==> src/rtl/kbd_pkg.sv <==
`timescale 1ns/1ps
package kbd_pkg;
  localparam int KEY_ROWS = 8;
  localparam int KEY_COLS = 8;
  localparam int ROW_W    = $clog2(KEY_ROWS);
  localparam int COL_W    = $clog2(KEY_COLS);

  typedef enum logic {
    POL_LOCKOUT  = 1'b0,
    POL_ROLLOVER = 1'b1
  } key_policy_e;

  typedef struct packed {
    logic             shift;
    logic             ctrl;
    logic [ROW_W-1:0] row;
    logic [COL_W-1:0] col;
  } key_code_t;

  localparam int CODE_W = $bits(key_code_t);

  localparam logic [1:0] REG_DATA = 2'd0;
  localparam logic [1:0] REG_CTRL = 2'd1;
  localparam logic [1:0] REG_DPTR = 2'd2;
  localparam logic [1:0] REG_DCHR = 2'd3;
endpackage

==> src/rtl/kbd_scan_timer.sv <==
`timescale 1ns/1ps
module kbd_scan_timer #(
  parameter  int SLOT_CYC = 8,
  parameter  int SLOTS    = 16,
  localparam int SUB_W    = $clog2(SLOT_CYC),
  localparam int SLOT_W   = $clog2(SLOTS)
) (
  input  logic              clk,
  input  logic              rst_n,
  output logic [SUB_W-1:0]  sub_q,
  output logic [SLOT_W-1:0] slot_q,
  output logic              slot_end
);
  logic [SUB_W-1:0]  sub_d;
  logic [SLOT_W-1:0] slot_d;

  assign slot_end = (sub_q == SUB_W'(SLOT_CYC - 1));

  always_comb begin
    sub_d  = sub_q + 1'b1;
    slot_d = slot_q;
    if (slot_end) begin
      sub_d  = '0;
      slot_d = (slot_q == SLOT_W'(SLOTS - 1)) ? '0 : slot_q + 1'b1;
    end
  end

  always_ff @(posedge clk or negedge rst_n) begin
    if (!rst_n) begin
      sub_q  <= '0;
      slot_q <= '0;
    end else begin
      sub_q <= sub_d;
      if (slot_end) slot_q <= slot_d;
    end
  end

  AST_SLOT_STEADY: assert property (@(posedge clk) disable iff (!rst_n)
    !slot_end |=> $stable(slot_q));
  AST_SLOT_WRAP: assert property (@(posedge clk) disable iff (!rst_n)
    (slot_end && slot_q == SLOT_W'(SLOTS - 1)) |=> (slot_q == '0));
endmodule

==> src/rtl/kbd_key_tracker.sv <==
`timescale 1ns/1ps
module kbd_key_tracker
  import kbd_pkg::*;
#(
  parameter  int ROWS   = KEY_ROWS,
  parameter  int COLS   = KEY_COLS,
  parameter  int SUB_W  = 3,
  localparam int RW     = $clog2(ROWS),
  localparam int CW     = $clog2(COLS),
  localparam int KW     = RW + CW,
  localparam int NKEYS  = 1 << KW,
  localparam int ONES_W = KW + 1
) (
  input  logic        clk,
  input  logic        rst_n,
  input  logic [RW-1:0]    row,
  input  logic [SUB_W-1:0] sub,
  input  logic [COLS-1:0]  ret_cols,
  input  key_policy_e policy,
  input  logic        shift_in,
  input  logic        ctrl_in,
  output logic        key_push,
  output key_code_t   key_code
);
  logic [NKEYS-1:0]  seen_q, seen_d;
  logic [NKEYS-1:0]  done_q, done_d;
  logic [CW-1:0]     col_idx;
  logic [KW-1:0]     key_idx;
  logic [ONES_W-1:0] ones;
  logic              eval, closed, lone, allowed, ready;

  always_comb begin
    eval    = (int'(sub) < COLS);
    col_idx = CW'(sub);
    key_idx = {row, col_idx};
    closed  = ret_cols[col_idx];
    ones    = ONES_W'($countones(seen_q));
    lone    = ((ones - ONES_W'(seen_q[key_idx])) == '0);
    allowed = (policy == POL_ROLLOVER) || lone;
    ready   = eval && closed && seen_q[key_idx] && !done_q[key_idx];
    key_push = ready && allowed;
    key_code = '{shift: shift_in, ctrl: ctrl_in, row: row, col: col_idx};
    seen_d = seen_q;
    done_d = done_q;
    seen_d[key_idx] = closed;
    if (!closed)       done_d[key_idx] = 1'b0;
    else if (key_push) done_d[key_idx] = 1'b1;
  end

  always_ff @(posedge clk or negedge rst_n) begin
    if (!rst_n) begin
      seen_q <= '0;
      done_q <= '0;
    end else if (eval) begin
      seen_q <= seen_d;
      done_q <= done_d;
    end
  end

  AST_MARK_DONE: assert property (@(posedge clk) disable iff (!rst_n)
    key_push |=> done_q[$past(key_idx)]);
  AST_LOCKOUT_ALONE: assert property (@(posedge clk) disable iff (!rst_n)
    (key_push && policy == POL_LOCKOUT) |-> ($countones(seen_q) == 1));
endmodule

==> src/rtl/kbd_code_fifo.sv <==
`timescale 1ns/1ps
module kbd_code_fifo #(
  parameter  int DEPTH = 8,
  parameter  int WIDTH = 8,
  localparam int AW    = $clog2(DEPTH),
  localparam int CNTW  = $clog2(DEPTH + 1)
) (
  input  logic             clk,
  input  logic             rst_n,
  input  logic             push,
  input  logic [WIDTH-1:0] din,
  input  logic             pop,
  output logic [WIDTH-1:0] dout,
  output logic [CNTW-1:0]  count,
  output logic             empty,
  output logic             drop
);
  logic [WIDTH-1:0] mem [DEPTH];
  logic [AW-1:0]    wp_q, wp_d, rp_q, rp_d;
  logic [CNTW-1:0]  cnt_d;
  logic             full, push_ok, pop_ok;

  assign full    = (count == CNTW'(DEPTH));
  assign empty   = (count == '0);
  assign push_ok = push && !full;
  assign pop_ok  = pop && !empty;
  assign drop    = push && full;
  assign dout    = mem[rp_q];

  always_comb begin
    wp_d  = wp_q;
    rp_d  = rp_q;
    cnt_d = count;
    if (push_ok) wp_d = (wp_q == AW'(DEPTH - 1)) ? '0 : wp_q + 1'b1;
    if (pop_ok)  rp_d = (rp_q == AW'(DEPTH - 1)) ? '0 : rp_q + 1'b1;
    if (push_ok && !pop_ok) cnt_d = count + 1'b1;
    if (pop_ok && !push_ok) cnt_d = count - 1'b1;
  end

  always_ff @(posedge clk or negedge rst_n) begin
    if (!rst_n) begin
      wp_q  <= '0;
      rp_q  <= '0;
      count <= '0;
      for (int i = 0; i < DEPTH; i++) mem[i] <= '0;
    end else begin
      wp_q  <= wp_d;
      rp_q  <= rp_d;
      count <= cnt_d;
      if (push_ok) mem[wp_q] <= din;
    end
  end

  AST_NO_OVERFLOW: assert property (@(posedge clk) disable iff (!rst_n)
    count <= CNTW'(DEPTH));
  AST_DROP_KEEPS: assert property (@(posedge clk) disable iff (!rst_n)
    (push && full && !pop) |=> (count == $past(count)));
  AST_POP_EMPTY: assert property (@(posedge clk) disable iff (!rst_n)
    (pop && empty && !push) |=> empty);
endmodule

==> src/rtl/kbd_disp_ram.sv <==
`timescale 1ns/1ps
module kbd_disp_ram #(
  parameter  int CHARS = 16,
  parameter  int WIDTH = 8,
  localparam int AW    = $clog2(CHARS)
) (
  input  logic             clk,
  input  logic             rst_n,
  input  logic             ptr_we,
  input  logic [AW-1:0]    ptr_din,
  input  logic             chr_we,
  input  logic [WIDTH-1:0] chr_din,
  input  logic [AW-1:0]    rd_idx,
  output logic [WIDTH-1:0] rd_data
);
  logic [WIDTH-1:0] ram_q [CHARS];
  logic [AW-1:0]    ptr_q, ptr_d;

  always_comb begin
    ptr_d = ptr_q;
    if (ptr_we)      ptr_d = ptr_din;
    else if (chr_we) ptr_d = (ptr_q == AW'(CHARS - 1)) ? '0 : ptr_q + 1'b1;
  end

  always_ff @(posedge clk or negedge rst_n) begin
    if (!rst_n) ptr_q <= '0;
    else        ptr_q <= ptr_d;
  end

  for (genvar g = 0; g < CHARS; g++) begin : g_char
    always_ff @(posedge clk or negedge rst_n) begin
      if (!rst_n) ram_q[g] <= '0;
      else if (chr_we && !ptr_we && ptr_q == AW'(g)) ram_q[g] <= chr_din;
    end
  end

  assign rd_data = ram_q[rd_idx];

  AST_PTR_STEP: assert property (@(posedge clk) disable iff (!rst_n)
    (chr_we && !ptr_we) |=> (ptr_q == AW'($past(ptr_q) + 1'b1)));
endmodule

==> src/rtl/kbd_scan_ctrl.sv <==
`timescale 1ns/1ps
module kbd_scan_ctrl
  import kbd_pkg::*;
#(
  parameter  int SLOT_CYC   = 8,
  parameter  int FIFO_DEPTH = 8,
  parameter  int DISP_CHARS = 16,
  parameter  int CHAR_W     = 8,
  localparam int SUB_W      = $clog2(SLOT_CYC),
  localparam int DISP_W     = $clog2(DISP_CHARS),
  localparam int CNT_W      = $clog2(FIFO_DEPTH + 1)
) (
  input  logic              clk,
  input  logic              rst_n,
  input  logic              cpu_rd,
  input  logic              cpu_wr,
  input  logic [1:0]        cpu_addr,
  input  logic [7:0]        cpu_wdata,
  output logic [7:0]        cpu_rdata,
  output logic [ROW_W-1:0]  scan_row,
  input  logic [KEY_COLS-1:0] ret_cols,
  input  logic              shift_in,
  input  logic              ctrl_in,
  output logic [DISP_W-1:0] disp_idx,
  output logic [CHAR_W-1:0] disp_data,
  output logic              irq
);
  logic              rst_s1, rst_s2, rst_core_n;
  logic [SUB_W-1:0]  sub;
  logic [DISP_W-1:0] slot;
  logic              slot_end;
  logic              key_push;
  key_code_t         key_code;
  logic [CODE_W-1:0] fifo_dout;
  logic [CNT_W-1:0]  fifo_cnt;
  logic              fifo_empty, fifo_drop, fifo_pop;
  key_policy_e       policy_q, policy_d;
  logic              ovr_q, ovr_d, cmd_we;
  logic [7:0]        status;

  always_ff @(posedge clk or negedge rst_n) begin
    if (!rst_n) {rst_s2, rst_s1} <= 2'b00;
    else        {rst_s2, rst_s1} <= {rst_s1, 1'b1};
  end
  assign rst_core_n = rst_s2;

  kbd_scan_timer #(.SLOT_CYC(SLOT_CYC), .SLOTS(DISP_CHARS)) u_timer (
    .clk(clk), .rst_n(rst_core_n), .sub_q(sub), .slot_q(slot), .slot_end(slot_end));

  assign scan_row = slot[ROW_W-1:0];
  assign disp_idx = slot;

  kbd_key_tracker #(.ROWS(KEY_ROWS), .COLS(KEY_COLS), .SUB_W(SUB_W)) u_track (
    .clk(clk), .rst_n(rst_core_n), .row(scan_row), .sub(sub), .ret_cols(ret_cols),
    .policy(policy_q), .shift_in(shift_in), .ctrl_in(ctrl_in),
    .key_push(key_push), .key_code(key_code));

  assign fifo_pop = cpu_rd && (cpu_addr == REG_DATA);

  kbd_code_fifo #(.DEPTH(FIFO_DEPTH), .WIDTH(CODE_W)) u_fifo (
    .clk(clk), .rst_n(rst_core_n), .push(key_push), .din(key_code),
    .pop(fifo_pop), .dout(fifo_dout), .count(fifo_cnt), .empty(fifo_empty),
    .drop(fifo_drop));

  kbd_disp_ram #(.CHARS(DISP_CHARS), .WIDTH(CHAR_W)) u_disp (
    .clk(clk), .rst_n(rst_core_n),
    .ptr_we(cpu_wr && cpu_addr == REG_DPTR), .ptr_din(cpu_wdata[DISP_W-1:0]),
    .chr_we(cpu_wr && cpu_addr == REG_DCHR), .chr_din(cpu_wdata[CHAR_W-1:0]),
    .rd_idx(slot), .rd_data(disp_data));

  assign cmd_we = cpu_wr && (cpu_addr == REG_CTRL);

  always_comb begin
    policy_d = policy_q;
    ovr_d    = ovr_q;
    if (cmd_we) begin
      policy_d = key_policy_e'(cpu_wdata[0]);
      if (cpu_wdata[1]) ovr_d = 1'b0;
    end
    if (fifo_drop) ovr_d = 1'b1;
  end

  always_ff @(posedge clk or negedge rst_core_n) begin
    if (!rst_core_n) begin
      policy_q <= POL_LOCKOUT;
      ovr_q    <= 1'b0;
    end else begin
      policy_q <= policy_d;
      ovr_q    <= ovr_d;
    end
  end

  always_comb begin
    status = '0;
    status[7] = ovr_q;
    status[CNT_W-1:0] = fifo_cnt;
    case (cpu_addr)
      REG_DATA: cpu_rdata = fifo_empty ? '0 : fifo_dout;
      REG_CTRL: cpu_rdata = status;
      default:  cpu_rdata = '0;
    endcase
  end

  assign irq = !fifo_empty;

  AST_IRQ_DRAIN: assert property (@(posedge clk) disable iff (!rst_core_n)
    (fifo_pop && fifo_cnt == CNT_W'(1) && !key_push) |=> !irq);
  AST_OVR_SET: assert property (@(posedge clk) disable iff (!rst_core_n)
    fifo_drop |=> ovr_q);
endmodule

==> config.mk <==
export PLATFORM = sky130hd
export DESIGN_NAME = kbd_scan_ctrl
export DESIGN_NICKNAME = d
export VERILOG_FILES = /design/src/rtl/kbd_pkg.sv /design/src/rtl/kbd_scan_timer.sv /design/src/rtl/kbd_key_tracker.sv /design/src/rtl/kbd_code_fifo.sv /design/src/rtl/kbd_disp_ram.sv /design/src/rtl/kbd_scan_ctrl.sv
export SDC_FILE = /design/constraint.sdc
export NUM_CORES = 1
export LEC_CHECK = 0
export CORE_MARGIN = 2
export CORE_UTILIZATION = 60
export CTS_BUF_LIST = sky130_fd_sc_hd__clkbuf_4 sky130_fd_sc_hd__clkbuf_8
export CTS_CLUSTER_DIAMETER = 150
export DETAILED_ROUTE_END_ITERATION = 10
export DONT_BUFFER_PORTS = 1
export GPL_TIMING_DRIVEN = 0
export PLACE_DENSITY = 0.79
export SYNTH_ARGS = -nofsm -noshare
export SYNTH_HDL_FRONTEND = slang
export SYNTH_SLANG_ARGS = --single-unit
==> constraint.sdc <==
create_clock -name clk -period 9.85 [get_ports clk]
set_input_delay 1.97 -clock clk [delete_from_list [all_inputs] [get_ports clk]]
set_output_delay 1.97 -clock clk [all_outputs]
set_load 0.01 [all_outputs]
==> impl_metrics.csv <==
group,metric,value,unit
worst_hold_path,hold_path.class,"reg -> async",
grt,antenna_found_initial,0,
timing,min_period,9530,ps
floorplanning,start_util,60.8,%
place,post-place-cells,2035,
yosys,synth_edf_count,0,
clock_tree,clk_path_buf_depth,3,
place,gp_congestion,0.969,
place,io_buffers,0,
cells_and_area,fin_nets,1837,
clock_tree,clkTransAtPathRegs,70,ps
yosys,yosys_warnings,0,
yosys,synth_commonest_cells,"dfrtp_1 (345), mux2_2 (214), a21oi_1 (205)",
worst_setup_path,worstPathRequired,10340,ps
yosys,synth_most_common_cell,"dfrtp_1",
place,pre_cts_ws,-418,ps
timing,fin_crit_sh,96.8,%
floorplanning,num_rows,64,
worst_setup_path,r2r_cells,39,
grt,grt_max_degree,74,
grt,gr-usage-all-layers,31.6,%
worst_setup_path,rrSetupSlack,320,ps
floorplanning,dieWidth,180,um
timing,max_freq,105,MHz
worst_setup_path,critPathLaunchType,"flip-flop",
worst_setup_path,end_kind,"flip-flop",
yosys,syn_nets,1779,
power,seq_power_share,37.1,%
yosys,ys_ff_latch,345,
power,switching_share,34.1,%
cells_and_area,final_util,67.2,%
power,pwr-share-clk,25.3,%
route,ant_nets,0,
worst_setup_path,endpoint,"u_fifo.count[3]",
timing,fin_ws,318,ps
clock_tree,cts-root-buf,"clkbuf_8",
timing,skew,21.7,ps
power,switchingPower,1.81,mW
power,share_comb_of_total_power,37.7,%
worst_setup_path,slowest_stage,"nor2_1",
worst_setup_path,crit_start,"u_timer.sub_q[0]",
route,wire_per_inst,24.0,um
route,wl,51000,um
run,maxCapViolCount,0,
timing,worst_slew_pin_slew,1150,ps
clock_tree,cts_hold_buf,0,
clock_tree,cts_max_level,2,
yosys,yosys-top-cells-area,"dfrtp_1 (47%), mux2_2 (13%), fa_1 (6.6%), a21oi_1 (5.5%), ha_1 (4.0%)",
floorplanning,core_area,30500,um2
cells_and_area,drive_above_1_share,22.5,%
timing,timing_hold_violations_final,0,
timing,timing.slew.headroom,23.0,%
power,power.internal,3.49,mW
yosys,synthArstFlopShare,100,%
yosys,syn_avg_cell_area,11.4,um2
yosys,synth.top_cell.area_share,46.5,%
cells_and_area,final_cells,2127,
power,p_leak,9.20,nW
route,vias,13500,
cells_and_area,area_growth,10.4,%
power,peakVddDrop,0.348,mV
yosys,syn-cell-area,18600,um2
grt,grt_first_pass_wirelength,79100,um
route,drtIter0Drc,1441,
floorplanning,ios,48,
worst_setup_path,crit_type,"reg -> reg",
power,powerDensity,259,nW/um2
clock_tree,clkSinkCount,345,
cells_and_area,antenna_cells,0,
yosys,synth_flop_cell,"dfrtp_1",
clock_tree,insertion_delay,610,ps
floorplanning,die_area,32400,um2
timing,setup_viol,0,
clock_tree,cts_tree,"done",
worst_setup_path,r2r_end,"u_fifo.count[3]",
grt,grt.overflow.total,0,
worst_setup_path,crit_arrival,10020,ps
route,drc,0,
yosys,yosysTopAreaCell,"dfrtp_1",
grt,grt_pass1_vias,14000,
route,dr.pass1.iters,8,
timing,final_max_slew_viol_count,0,
place,dpl.hpwl,35600,um
clock_tree,numCtsBuffers,55,
power,p_total,5.30,mW
worst_setup_path,path_max_fanout,10,
timing,rsz0062_at_grt,"false",
run_status,status,"completed",
yosys,yosysSeqAreaShare,46.5,%
yosys,syn-instance-count,1634,
route,routed_via_density,6.36,
worst_setup_path,r2r_start,"u_timer.sub_q[0]",
worst_setup_path,critPathMaxStageDelay,790,ps
yosys,synthDistinctLibCells,63,
floorplanning,die_y,180,um
[logic make-up after synthesis]
logic type               count (synthesis)  synth area share [%]
AO/OA/AOI/OAI                          357                  11.4
XOR/XNOR                                 8                 0.377
adder cells (fa/ha/maj)                121                  10.6
buffers and inverters                  222                  4.79
flip-flops                             345                  46.5
multiplexers                           279                  18.5
other                                    1                0.0202
AND/OR/NAND/NOR                        301                  7.74
[what timing repair did]
action	in CTS	in global routing
setup endpoints to repair	5	3
gates resized for setup	5	20
pin swaps	0	1
setup buffers	0	0
[critical path, delay by kind of cell, from the launching register on]
kind	cells	cell delay (ps)
xor+xnor	3	470
simple gates	5	1360
compound gates	10	1970
fa+ha+maj	11	4220
flops	1	400
buf+inv	10	960
[metrics by stage]
step           setup TNS (ps)  hold WS, ps  cell area [um2]
2_1_floorplan               0          331            18600
5_1_grt                     0          300            20500
3_3_place_gp             -264          344            19100
4_1_cts                     0          279            20400
6_report                    0          264            20500
3_5_place_dp             -506          278            19200
[power groups by stage]
stage                     clock [mW]  sequential (mW)  combinational [mW]
after floorplan                    0             1.93                1.54
after global placement             0             1.97                1.85
after detailed placement           0             1.98                2.00
after CTS                       1.34             1.96                2.01
after global routing            1.41             2.00                2.23
final                           1.34             1.97                2.00
[layout make-up]
type | instances | area (um2)
fillers | 2237 | 10000
multi-input cells | 1067 | 9120
clock buffers | 85 | 1060
clock inverters | 11 | 148
inverters | 118 | 443
well taps | 396 | 495
repair buffers | 5 | 138
plain buffers | 100 | 449
flip-flops and latches | 345 | 8640
[cell usage in the layout (no fill, tap or decap), drive strengths merged, types with 7 or more instances in the layout]
cell type and n:
o21ai 27, a211oi 7, a21oi 205, nand3 16
buf 28, mux4 30, nor2 173, clkbuf 162
fa 61, mux2i 34, dfrtp 345, mux2 215
nand2b 15, a22oi 32, clkinv 7, inv 119
nand2 48, nor3 7, a221oi 9, a31oi 37
nor2b 7, ha 60
[routing by layer]
| layer | up-vias | share of wire [%] | global-route usage [%] |
|---|---|---|---|
| met4 | 0 | 4.2 | 13.8 |
| li1 | 5876 | - | - |
| met5 | - | 0 | 0 |
| met3 | 162 | 8.6 | 7.05 |
| met2 | 656 | 48 | 51.8 |
| met1 | 6829 | 39 | 40.6 |
[how the worst min path moves through the flow]
stage / from / depth (start not counted) / to / slack [ps]
6_report: rst_core_n / 0 / u_fifo.mem[22] / 260
2_1_floorplan: rst_s1 / 0 / rst_core_n / 330
4_1_cts: rst_core_n / 0 / u_fifo.mem[4] / 280
3_3_place_gp: rst_s1 / 0 / rst_core_n / 340
5_1_grt: rst_core_n / 0 / u_fifo.mem[4] / 300
3_5_place_dp: rst_core_n / 0 / u_fifo.mem[63] / 280
Power figures use the tool's default switching activity.
